`src/rtl/fsp_pkg.sv`:
```
package fsp_pkg;
  localparam int PROT_W = 4;
  localparam int CNT_W  = PROT_W + 1;

  typedef enum logic {ST_HUNT = 1'b0, ST_LOCK = 1'b1} fsp_state_e;

  // saturating increment of a protection count
  function automatic logic [CNT_W-1:0] bump(input logic [CNT_W-1:0] c);
    return (&c) ? c : c + 1'b1;
  endfunction

  // a count passes its programmed value (value = wanted count - 1)
  function automatic logic over_limit(input logic [CNT_W-1:0] c,
                                      input logic [PROT_W-1:0] lim);
    return c > {1'b0, lim};
  endfunction
endpackage

```
`src/rtl/fsp_cfg_reg.sv`:
```
module fsp_cfg_reg
  import fsp_pkg::*;
#(
  parameter logic [2*PROT_W-1:0] RST_VAL = 8'h17
) (
  input  logic                  clk,
  input  logic                  rst_n,
  input  logic                  we,
  input  logic [2*PROT_W-1:0]   wdata,
  output logic [PROT_W-1:0]     back_val,
  output logic [PROT_W-1:0]     fwd_val
);
  logic [2*PROT_W-1:0] prot_q;

  always_ff @(posedge clk or negedge rst_n) begin
    if (!rst_n)  prot_q <= RST_VAL;
    else if (we) prot_q <= wdata;
  end

  assign back_val = prot_q[2*PROT_W-1:PROT_W];
  assign fwd_val  = prot_q[PROT_W-1:0];


  cfg_load_chk: assert property (@(posedge clk) disable iff (!rst_n)
    we |=> {back_val, fwd_val} == $past(wdata));
endmodule

```
`src/rtl/fsp_phase_ctr.sv`:
```
module fsp_phase_ctr #(
  parameter int FRAME_BLKS = 16
) (
  input  logic       clk,
  input  logic       rst_n,
  input  logic       clear,
  input  logic       tick,
  input  logic       realign,
  output logic       on_cp,
  output logic [1:0] phase
);
  localparam int POS_W = $clog2(FRAME_BLKS);
  localparam int QTR   = FRAME_BLKS / 4;
  localparam int QTR_W = $clog2(QTR);

  logic [POS_W-1:0] pos;

  always_ff @(posedge clk or negedge rst_n) begin
    if (!rst_n)      pos <= '0;
    else if (clear)  pos <= '0;
    else if (tick)   pos <= realign ? POS_W'(1) : pos + 1'b1;
  end

  assign on_cp = (pos[QTR_W-1:0] == '0);
  assign phase = pos[POS_W-1 -: 2];


  pos_hold_chk: assert property (@(posedge clk) disable iff (!rst_n)
    (!clear && !tick) |=> $stable(pos));

  realign_pos_chk: assert property (@(posedge clk) disable iff (!rst_n)
    (!clear && tick && realign) |=> pos == POS_W'(1));

  clear_pos_chk: assert property (@(posedge clk) disable iff (!rst_n)
    clear |=> pos == '0);
endmodule

```
`src/rtl/fsp_lock_fsm.sv`:
```
module fsp_lock_fsm
  import fsp_pkg::*;
(
  input  logic              clk,
  input  logic              rst_n,
  input  logic              clear,
  input  logic              tick,
  input  logic              mark,
  input  logic              on_cp,
  input  logic              layout_chg,
  input  logic [PROT_W-1:0] back_val,
  input  logic [PROT_W-1:0] fwd_val,
  output logic              locked,
  output logic              realign
);
  fsp_state_e       state;
  logic [CNT_W-1:0] hit_cnt, miss_cnt, hunt_next, miss_next;
  logic             pend;
  logic             ev_hunt_hit, ev_hunt_miss, ev_lock_ok, ev_lock_miss;
  logic             ev_acquire, ev_drop, cp_good;

  assign locked       = (state == ST_LOCK);
  assign cp_good      = mark & ~pend;
  assign realign      = tick & ~locked & mark & ~on_cp & ~clear;
  assign ev_hunt_hit  = tick & ~locked & mark & on_cp;
  assign ev_hunt_miss = tick & ~locked & ~mark & on_cp;
  assign ev_lock_ok   = tick & locked & on_cp & cp_good;
  assign ev_lock_miss = tick & locked & on_cp & ~cp_good;

  assign hunt_next  = realign ? CNT_W'(1) : bump(hit_cnt);
  assign miss_next  = bump(miss_cnt);
  assign ev_acquire = (realign | ev_hunt_hit) & over_limit(hunt_next, back_val);
  assign ev_drop    = ev_lock_miss & over_limit(miss_next, fwd_val);

  always_ff @(posedge clk or negedge rst_n) begin
    if (!rst_n) begin
      state <= ST_HUNT; hit_cnt <= '0; miss_cnt <= '0; pend <= 1'b0;
    end else if (clear) begin
      state <= ST_HUNT; hit_cnt <= '0; miss_cnt <= '0; pend <= 1'b0;
    end else begin
      if (ev_acquire) begin
        state   <= ST_LOCK;
        hit_cnt <= '0;
      end else if (realign || ev_hunt_hit) begin
        hit_cnt <= hunt_next;
      end else if (ev_hunt_miss) begin
        hit_cnt <= '0;
      end

      if (ev_drop) begin
        state    <= ST_HUNT;
        miss_cnt <= '0;
      end else if (ev_lock_miss) begin
        miss_cnt <= miss_next;
      end else if (ev_lock_ok) begin
        miss_cnt <= '0;
      end

      if (ev_drop)                  pend <= 1'b0;
      else if (locked && layout_chg) pend <= 1'b1;
    end
  end


  acquire_on_mark_chk: assert property (@(posedge clk) disable iff (!rst_n)
    $rose(locked) |-> $past(tick && mark && !clear));

  drop_on_cp_chk: assert property (@(posedge clk) disable iff (!rst_n)
    ($fell(locked) && !$past(clear)) |-> $past(tick && on_cp));

  hunt_cnt_idle_chk: assert property (@(posedge clk) disable iff (!rst_n)
    locked |-> hit_cnt == '0);

  hunt_no_pend_chk: assert property (@(posedge clk) disable iff (!rst_n)
    !locked |-> (miss_cnt == '0 && !pend));
endmodule

```
`src/rtl/frame_sync_ctrl.sv`:
```
module frame_sync_ctrl
  import fsp_pkg::*;
#(
  parameter int FRAME_BLKS = 16
) (
  input  logic       clk,
  input  logic       rst_n,
  input  logic       blk_tick,
  input  logic       mark_det,
  input  logic       cfg_we,
  input  logic [7:0] cfg_wdata,
  input  logic       resync_hold,
  input  logic       layout_sel,
  output logic       frm_locked,
  output logic [1:0] frm_phase,
  output logic       int_en,
  output logic       dout_hi
);
  logic [PROT_W-1:0] back_val, fwd_val;
  logic              on_cp, realign, layout_q, layout_chg;

  always_ff @(posedge clk or negedge rst_n) begin
    if (!rst_n) layout_q <= 1'b0;
    else        layout_q <= layout_sel;
  end
  assign layout_chg = layout_sel ^ layout_q;

  fsp_cfg_reg #(.RST_VAL(8'h17)) u_cfg (
    .clk(clk), .rst_n(rst_n), .we(cfg_we), .wdata(cfg_wdata),
    .back_val(back_val), .fwd_val(fwd_val)
  );

  fsp_phase_ctr #(.FRAME_BLKS(FRAME_BLKS)) u_phase (
    .clk(clk), .rst_n(rst_n), .clear(resync_hold), .tick(blk_tick),
    .realign(realign), .on_cp(on_cp), .phase(frm_phase)
  );

  fsp_lock_fsm u_fsm (
    .clk(clk), .rst_n(rst_n), .clear(resync_hold), .tick(blk_tick),
    .mark(mark_det), .on_cp(on_cp), .layout_chg(layout_chg),
    .back_val(back_val), .fwd_val(fwd_val),
    .locked(frm_locked), .realign(realign)
  );

  assign int_en  = ~resync_hold;
  assign dout_hi = resync_hold;


  hold_unlock_chk: assert property (@(posedge clk) disable iff (!rst_n)
    resync_hold |=> (!frm_locked && frm_phase == 2'd0));
endmodule

```
`config.mk`:
```
export PLATFORM = sky130hd
export DESIGN_NAME = frame_sync_ctrl
export DESIGN_NICKNAME = d
export VERILOG_FILES = /design/src/rtl/fsp_pkg.sv /design/src/rtl/fsp_cfg_reg.sv /design/src/rtl/fsp_phase_ctr.sv /design/src/rtl/fsp_lock_fsm.sv /design/src/rtl/frame_sync_ctrl.sv
export SDC_FILE = /design/constraint.sdc
export NUM_CORES = 1
export LEC_CHECK = 0
export BUFFER_PORTS_ARGS = -buffer_cell sky130_fd_sc_hd__buf_2
export CAP_MARGIN = 15
export CORE_UTILIZATION = 50
export CTS_BUF_LIST = sky130_fd_sc_hd__clkbuf_2 sky130_fd_sc_hd__clkbuf_4 sky130_fd_sc_hd__clkbuf_8
export DETAILED_ROUTE_END_ITERATION = 8
export PLACE_DENSITY = 0.79
export SLEW_MARGIN = 40
export SYNTH_ARGS = -nofsm -noshare
export SYNTH_HDL_FRONTEND = slang
export SYNTH_HIERARCHICAL = 1
export SYNTH_SLANG_ARGS = --single-unit
```
`constraint.sdc`:
```
create_clock -name clk -period 2.35 [get_ports clk]
set_clock_uncertainty 0.1 [all_clocks]
set_input_delay 0.235 -clock clk [delete_from_list [all_inputs] [get_ports clk]]
set_output_delay 0.235 -clock clk [all_outputs]
set_load 0.005 [all_outputs]
```
==> impl_metrics.tcl, run 1 <==
set metrics [dict create \
    endpoint_kind "flop" \
    drc 0 \
    maxCapViolations 0 \
    crit_path_max_fanout 3 \
    drive_gt1_share_pct 42.5 \
    crit_family "flip-flops" \
    worstPathCellList "ha_4 -> nand4_1 -> mux2_4 -> ha_4 -> and4_4 -> a211oi_4 -> buf_4 -> buf_6 -> nor2_4 -> o21ai_2 -> a21oi_1" \
    syn2layout_area_growth_pct 26.6 \
    grt_util_met1_pct 27.2 \
    htreeDepth 1 \
    core_um2 3050 \
    dieArea_um2 3430 \
    synth-seq-cells 25 \
    rows 20 \
    final_common_cell "buf_4" \
    cp_data_required_time_ns 2.47 \
    yosys_warnings 6 \
    grt_pass1_wl_um 5460 \
    synth_flop_cell "dfrtp_1" \
    tightest_slew_ns 0.576 \
    cts.path.max_buffers 2 \
    viasPerCell 5.36 \
    ys_seq_area_share_pct 39.4 \
    cts_root_buffer "clkbuf_4" \
    place.gp.congestion 0.834 \
    fillers 248 \
    drv_slew 0 \
    synth_edf_count 0 \
    grt_use_met2_pct 36.5 \
    worst-path-buf-inv 2 \
    io-pin-count 20 \
    routedWlPerCell_um 14.5 \
    stdcell_area_um2 2020 \
    hold_viol 0 \
    synth_area_per_cell_um2 10.8 \
    crit_top_cell "ha_4" \
    fin_setup_tns_ns -0.401 \
    status "finished, violations left" \
    clk_latency_ns 0.32 \
    antenna_found_initial 0 \
    firstDrtPassIters 4 \
    async_flop_share_pct 100 \
    layout_common_cells "buf_4 (24), dfrtp_1 (21), buf_2 (19)" \
    cts_tree "yes" \
    antenna-diode-count 0 \
    fin_crit_ns 2.42 \
    multi_input_area_um2 945 \
    leakage_nw 0.985 \
    grt_pass1_vias 1268 \
    fmax_ghz 0.414 \
    drtAntennaViolNets 0 \
    power_density_nw_per_um2 430 \
    hpwl_um 2350 \
    period_share_pct 103 \
    numCtsBuffers 3 \
    slowest_delay_ns 0.43 \
    numPortBuffers 19 \
    vias 1271 \
    grt_max_degree 26 \
    finalNetCount 221 \
    fin_total_pwr_uw 871 \
    die_x_um 58.6 \
    die_y_um 58.6 \
    cp-start-kind "flop" \
    syn_nets 175 \
    worstSetupPathType "reg -> reg" \
    syn-cell-area_um2 1600 \
    netlist_instances 148 \
    grt-busiest-layer "met2" \
    placed_area_um2 1880 \
    ir_drop_uv 296 \
    dpl.cell_count 222 \
    initial_core_util_pct 52.4 \
    cp_slowest_cell "dfrtp_1" \
    final_cells 237 \
    routed_wl_um 3440 \
    clkTransAtPathRegs_ns 0.15 \
    grtUsageMet3_pct 2.64 \
    setup_viol 8 \
    violations "setup timing" \
    slew_headroom_pct 61.6 \
    seq_area_um2 631 \
    hold_ws_ns 0.0295 \
    cp_data_arrival_time_ns 2.54 \
    worst_slack_ns -0.0680 \
    synth_cell_type_count 39 \
    rsz0062_at_grt "true" \
    clkSinkCount 25 \
    grt_usage_pct 20.8 \
    drt_iter0_drc 52 \
    grt_overflow_total 0 \
    hp-class "in -> reg" \
]
per-layer routing:
layer	share of wire (%)	wire [um]
met4	2.2	77
met2	51	1750
met1	44	1520
met3	2.6	91
met5	0	0
power by group:
part / total, mW / switching (mW) / internal (mW) / leakage (nW)
registers: 0.469 / 0.0131 / 0.456 / 0.322
logic: 0.205 / 0.0980 / 0.107 / 0.645
clock network: 0.197 / 0.133 / 0.0637 / 0.0177
worst reg2reg max path, cell delays in order, from the launching register on:
cell	delay, ns
dfrtp_1	0.43
ha_4	0.16
nand4_1	0.15
mux2_4	0.35
ha_4	0.23
and4_4	0.16
a211oi_4	0.22
buf_4	0.17
buf_6	0.10
nor2_4	0.04
o21ai_2	0.16
a21oi_1	0.05
worst paths after layout:
kind / from / end / slack, ns / cells past startpoint
max: u_fsm/miss_cnt[0]$_DFFE_PN0P_ / u_fsm/locked$_DFFE_PN0P_ / -0.07 / 11
min in group asynchronous: rst_n / u_fsm/miss_cnt[4]$_DFFE_PN0P_ / 0.33 / 2
min: cfg_wdata[1] / u_cfg/prot_q[1]$_DFFE_PN1P_ / 0.03 / 2
max reg2reg: u_fsm/miss_cnt[0]$_DFFE_PN0P_ / u_fsm/locked$_DFFE_PN0P_ / -0.07 / 11
min reg2reg: u_cfg/prot_q[5]$_DFFE_PN0P_ / u_cfg/prot_q[5]$_DFFE_PN0P_ / 0.44 / 1
max in group asynchronous: rst_n / u_fsm/locked$_DFFE_PN0P_ / 1.44 / 2
sequential cells by signal, summed over array words and instances, names as in the netlist:
signal,count
u_cfg/prot_q,8
u_fsm/pend,1
layout_q,1
u_fsm/locked,1
u_fsm/hit_cnt,5
u_fsm/miss_cnt,5
u_phase/pos,4
kinds of logic after synthesis:
group / synth area share (%)
AND/OR/NAND/NOR: 15.7
flip-flops: 39.4
AO/OA/AOI/OAI: 15.7
buffers and inverters: 6.18
multiplexers: 10.8
XOR/XNOR: 2.74
adder cells (fa/ha/maj): 9.39
per-stage QoR:
stage / util [%] / worst slack [ns]
after floorplan: - / 0.00142
after global placement: 61.6 / 0.0133
after detailed placement: 61.6 / -0.0641
after CTS: 65.2 / -0.0483
after global routing: 66.3 / -0.206
final: 66.3 / -0.0680
repair_timing:
item	4_1_cts	5_1_grt
buffers inserted	7	2
setup endpoints to repair	6	10
hold endpoints to repair	22	0
pin swaps	6	4
hold buffers	2	0
gates resized for setup	3	5
layout make-up:
type	count	share of cell area, %
clock buffer	3	1.11
clock inverter	1	0.247
inverter	16	2.97
multi-input combinational	102	46.7
sequential	25	31.1
tap	44	2.72
timing repair buffer	46	15.1
cells in the mapped netlist (3+ instances only):
cell type	instances	area share (%)
a21oi_1	13	4.1
a22o_1	5	2.7
buf_4	3	1.4
dfrtp_1	21	33
dfstp_2	4	6.6
ha_1	12	9.4
inv_1	14	3.3
mux2_4	8	7.5
mux2i_1	3	1.9
nand2_1	4	0.94
nand3_1	3	0.94
nand3b_1	3	1.4
nand4_1	4	1.6
nor2_1	11	2.6
o21ai_0	4	1.3
o21ai_1	3	0.94
xor2_1	3	1.6
(Power assumes the default switching activity.)
==> inputs of run 2 (changes only) <==
Settings changed: ABC_AREA set to 1.
==> impl_metrics.tcl, run 2 <==
set metrics [dict create \
    cp_data_arrival_time_ns 2.28 \
    yosysMostFrequentCell "nand2_1" \
    async_flop_share_pct 100 \
    synth_flop_cell "dfrtp_1" \
    regMostFlops "u_cfg/prot_q" \
    finalNetCount 277 \
    endpoint_kind "flop" \
    setup_viol 0 \
    final_core_util_pct 61.1 \
    syn-cell-area_um2 1700 \
    hold_end "u_cfg/prot_q[6]$_DFFE_PN0P_" \
    syn_nets 251 \
    grt_usage_pct 18.8 \
    fin_crit_ns 2.17 \
    status "completed" \
    drc 0 \
    die_y_um 60.3 \
    layout_common_cells "nand2_1 (68), inv_1 (35), dfrtp_1 (20), nand3_1 (20), buf_2 (19)" \
    core_um2 3130 \
    ir_drop_uv 251 \
    numCtsBuffers 3 \
    numPortBuffers 19 \
    period_share_pct 92.2 \
    slew_headroom_pct 63.2 \
    rr_endpoint "u_fsm/hit_cnt[2]$_DFFE_PN0P_" \
    clk_latency_ns 0.31 \
    cp-start-kind "flop" \
    final_common_cell "nand2_1" \
    fin_setup_tns_ns 0 \
    r2r_cells 16 \
    min_from "cfg_wdata[6]" \
    dieArea_um2 3640 \
    synth_area_leaders "dfrtp_1 (31%), nand2_1 (15%), ha_1 (8.8%)" \
    ys_seq_area_share_pct 37.1 \
    leakage_nw 1.08 \
    clkTransAtPathRegs_ns 0.13 \
    maxCapViolations 0 \
    worst_slack_ns 0.184 \
    hp-class "in -> reg" \
    grt_pass1_wl_um 5110 \
    yosysTopAreaCellShare_pct 30.9 \
    initial_core_util_pct 54.3 \
    netlist_instances 224 \
    fmax_ghz 0.462 \
    io-pin-count 20 \
    cts_tree "yes" \
    synth.largest_area_cell "dfrtp_1" \
    antenna-diode-count 0 \
    cp_data_required_time_ns 2.46 \
    yosys_warnings 6 \
    vias 1412 \
    drive_gt1_share_pct 23.7 \
    grt_pass1_vias 1268 \
    synth.top_cells.by_count "nand2_1 (68), inv_1 (35), dfrtp_1 (21)" \
    largest_reg_flops 8 \
    synth_edf_count 0 \
    place_ws_ns 0.169 \
    routedWlPerCell_um 10.2 \
    cts_root_buffer "clkbuf_4" \
    syn2layout_area_growth_pct 12.4 \
    clkSinkCount 25 \
    viasPerCell 4.82 \
    antenna_found_initial 0 \
    power_density_nw_per_um2 422 \
    synth_area_per_cell_um2 7.59 \
    r2r_start "u_phase/pos[0]$_DFFE_PN0P_" \
    htreeDepth 1 \
    firstDrtPassIters 4 \
    tightest_slew_ns 0.553 \
    dpl.cell_count 282 \
    hold_viol 0 \
    grt_max_degree 26 \
    hpwl_um 2220 \
    rows 20 \
    top_regs "u_cfg/prot_q: 8 flops, u_fsm/hit_cnt: 5 flops, u_fsm/miss_cnt: 5 flops" \
    fillers 292 \
    drv_slew 0 \
    holdPathStages 3 \
    grt_overflow_total 0 \
    synth-seq-cells 25 \
    synth_cell_type_count 29 \
    cts.path.max_buffers 2 \
    drtAntennaViolNets 0 \
    crit_path_max_fanout 6 \
    routed_wl_um 2980 \
    final_cells 293 \
    worstSetupPathType "reg -> reg" \
    ff2ff_setup_slack_ns 0.18 \
    place.gp.congestion 0.885 \
    die_x_um 60.3 \
    drt_iter0_drc 45 \
]
## run 2: cell families after synthesis
group / count (synthesis) / synth area share [%]
simple gates: 121 / 33.1
buf+inv: 44 / 11.0
flops: 25 / 37.1
compound gates: 19 / 8.32
fa+ha+maj: 12 / 8.84
xor+xnor: 3 / 1.55
## run 2: layout make-up
class                           instances  area [um^2]  area share, %
Sequential cell                        25          632           33.1
Clock inverter                          1         5.00          0.262
Inverter                               39          146           7.66
Clock buffer                            3         22.5           1.18
Timing Repair Buffer                   26          163           8.51
Tap cell                               44         55.1           2.88
Multi-Input combinational cell        155          887           46.4
## run 2: worst max-delay path, stage by stage (launching register included)
cell	delay (ns)
dfrtp_1	0.46
inv_1	0.09
ha_2	0.23
nor2_1	0.12
nand2_2	0.12
nand2_1	0.12
inv_1	0.05
ha_1	0.28
nand2_1	0.05
inv_1	0.06
nand2_1	0.05
nand2_1	0.05
nand2_1	0.05
nand2_2	0.07
nand2_4	0.07
nand3_1	0.07
nand2_1	0.05
## run 2: metal layers
metal  share of wire [%]  track usage (%)
met4                0.74             8.97
met5                   0                0
met2                  50             30.6
met3                 2.1             2.16
met1                  47             24.5
## run 2: what timing repair did
| item | in CTS | in global routing |
|---|---|---|
| resized for setup | 0 | 4 |
| hold buffers | 6 | 0 |
| buffers inserted | 0 | 1 |
| endpoints found under the hold margin | 26 | 0 |
| setup endpoints to repair | 0 | 5 |
## run 2: how the worst max path moves through the flow
stage	slack (ns)	endpoint	from
global placement	0.20	u_fsm/hit_cnt[3]$_DFFE_PN0P_	u_fsm/hit_cnt[0]$_DFFE_PN0P_
CTS	0.14	u_fsm/hit_cnt[2]$_DFFE_PN0P_	u_phase/pos[0]$_DFFE_PN0P_
floorplan	0.34	u_fsm/hit_cnt[0]$_DFFE_PN0P_	u_phase/pos[0]$_DFFE_PN0P_
detailed placement	0.17	u_fsm/hit_cnt[1]$_DFFE_PN0P_	u_phase/pos[0]$_DFFE_PN0P_
finish	0.18	u_fsm/hit_cnt[2]$_DFFE_PN0P_	u_phase/pos[0]$_DFFE_PN0P_
global route	-0.02	u_fsm/hit_cnt[2]$_DFFE_PN0P_	u_fsm/hit_cnt[1]$_DFFE_PN0P_
## run 2: stage by stage
step	hold WS, ns	instance area [um^2]	total power, mW
floorplan	-0.161	1700	0.574
global placement	0.164	1810	0.615
detailed placement	0.159	1810	0.619
CTS	0.00222	1900	0.819
global route	0.00581	1910	0.865
finish	0.0194	1910	0.806
## run 2: where the power goes
group	leakage [nW]	switching [mW]	total [mW]	internal [mW]
clock	0.0177	0.120	0.184	0.0635
sequential	0.322	0.0158	0.470	0.454
combinational	0.735	0.0918	0.152	0.0599
==> inputs of run 3 (changes only) <==
Settings changed: CORE_UTILIZATION 50 to 54, PLACE_DENSITY 0.79 to 0.84, SETUP_SLACK_MARGIN set to 0.02, TNS_END_PERCENT set to 100.
==> impl_metrics.tcl, run 3 (same netlist as run 2, synthesis figures left out) <==
set metrics [dict create \
    viasPerCell 4.94 \
    final_common_cell "nand2_1" \
    io-pin-count 20 \
    grtUsageMet3_pct 4.91 \
    die_y_um 58.1 \
    vias 1461 \
    cts_tree "yes" \
    grt_pass1_wl_um 5750 \
    grt_use_met2_pct 38.6 \
    hold_viol 1 \
    placed_area_um2 1810 \
    htreeDepth 1 \
    routed_wl_um 3390 \
    tightest_slew_ns 0.571 \
    drt_iter0_drc 53 \
    numCtsBuffers 3 \
    largest_reg_flops 8 \
    drtAntennaViolNets 0 \
    grt-busiest-layer "met2" \
    grt_max_degree 26 \
    grt_overflow_total 0 \
    layout_common_cells "nand2_1 (68), inv_1 (34), dfrtp_1 (20), nand3_1 (20), buf_2 (19)" \
    min_from "cfg_wdata[7]" \
    violations "hold timing" \
    drc 0 \
    cp-start-kind "flop" \
    cts_root_buffer "clkbuf_4" \
    cp-startpoint "u_phase/pos[0]$_DFFE_PN0P_" \
    grt_util_met1_pct 26.9 \
    maxCapViolations 0 \
    fmax_ghz 0.452 \
    hpwl_um 2380 \
    drv_slew 0 \
    fin_total_pwr_uw 844 \
    clk_latency_ns 0.34 \
    firstDrtPassIters 4 \
    place.gp.congestion 0.838 \
    numPortBuffers 19 \
    dpl.cell_count 281 \
    antenna_found_initial 0 \
    worst_slack_ns 0.138 \
    clkTransAtPathRegs_ns 0.14 \
    stdcell_area_um2 1960 \
    grt_pass1_vias 1402 \
    drive_gt1_share_pct 24.4 \
    finalNetCount 282 \
    fin_crit_ns 2.21 \
    r2r_start "u_phase/pos[0]$_DFFE_PN0P_" \
    routedWlPerCell_um 11.4 \
    hold_ws_ns -0.000619 \
    die_x_um 58.1 \
    cp_data_required_time_ns 2.49 \
    final_cells 296 \
    crit_path_max_fanout 6 \
    initial_core_util_pct 59.1 \
    dieArea_um2 3380 \
    syn2layout_area_growth_pct 15.3 \
    setup_viol 0 \
    rows 19 \
    worstSetupPathType "reg -> reg" \
    grt_usage_pct 22.4 \
    core_um2 2880 \
    top_regs "u_cfg/prot_q: 8 flops, u_fsm/hit_cnt: 5 flops, u_fsm/miss_cnt: 5 flops" \
    period_share_pct 94.1 \
    endpoint_kind "flop" \
    cts.path.max_buffers 2 \
    regMostFlops "u_cfg/prot_q" \
    clkSinkCount 25 \
    cp_data_arrival_time_ns 2.35 \
    place_ws_ns 0.112 \
    status "finished, violations left" \
    power_density_nw_per_um2 431 \
    hp-class "in -> reg" \
    ir_drop_uv 404 \
    antenna-diode-count 0 \
    leakage_nw 1.10 \
    slew_headroom_pct 61.9 \
]
[run 3: cell count changes in the layout (fill, tap and decap cells not counted), sizes merged]
| cell | previous run | this run |
|---|---|---|
| clkinvlp | 0 | 1 |
| buf | 20 | 23 |
| clkinv | 1 | 0 |
| dlygate4sd3 | 6 | 8 |
[run 3: path summary, 6_finish.rpt]
kind / slack, ns / end / cells past startpoint
setup / recovery: 0.14 / u_fsm/hit_cnt[2]$_DFFE_PN0P_ / 16
hold / removal: -0.0006 / u_cfg/prot_q[7]$_DFFE_PN0P_ / 3
setup reg to reg: 0.14 / u_fsm/hit_cnt[2]$_DFFE_PN0P_ / 16
hold reg to reg: 0.38 / u_cfg/prot_q[0]$_DFFE_PN1P_ / 2
max in group asynchronous: 1.43 / u_fsm/hit_cnt[1]$_DFFE_PN0P_ / 2
min in group asynchronous: 0.30 / u_cfg/prot_q[3]$_DFFE_PN0P_ / 2
[run 3: report_power, final]
part           leakage [nW]  switching, mW  internal (mW)  total, mW
combinational         0.760         0.0986         0.0672      0.166
sequential            0.322         0.0147          0.454      0.469
clock                0.0139          0.144         0.0654      0.210
[run 3: critical path, cell delays in order, from the launching register on]
cell     delay, ns
dfrtp_1       0.47
inv_2         0.08
ha_4          0.18
nor2_1        0.14
nand2_2       0.12
nand2_1       0.12
inv_1         0.06
ha_1          0.29
nand2_1       0.05
inv_1         0.07
nand2_1       0.05
nand2_1       0.05
nand2_1       0.06
nand2_2       0.07
nand2_4       0.07
nand3_1       0.08
nand2_1       0.05
[run 3: final cells by class]
type	count	area, um^2
Fill cell	234	917
Multi-Input combinational cell	155	893
Sequential cell	25	632
Timing Repair Buffer	31	205
Inverter	39	146
Tap cell	42	52.6
Clock buffer	3	22.5
Clock inverter	1	7.51
[run 3: what timing repair did]
action,4_1_cts,5_1_grt
hold endpoints to repair,28,0
hold buffers,8,0
endpoints found under the setup margin,0,6
buffers inserted,0,3
resized for setup,0,5
[run 3: per-stage QoR]
| stage | setup TNS (ns) | utilization (%) |
|---|---|---|
| detailed placement | 0 | 63.0 |
| floorplan | 0 | - |
| CTS | 0 | 66.9 |
| finish | 0 | 68.1 |
| global route | -0.0276 | 68.1 |
| global placement | 0 | 63.0 |
[run 3: layer usage]
metal  share of wire [%]  up-vias  routed length (um)
met2                  49       18                1660
met4                 2.6        0                  88
met5                   0        -                   0
met1                  45      673                1530
li1                    -      761                   -
met3                 3.0        9                 102
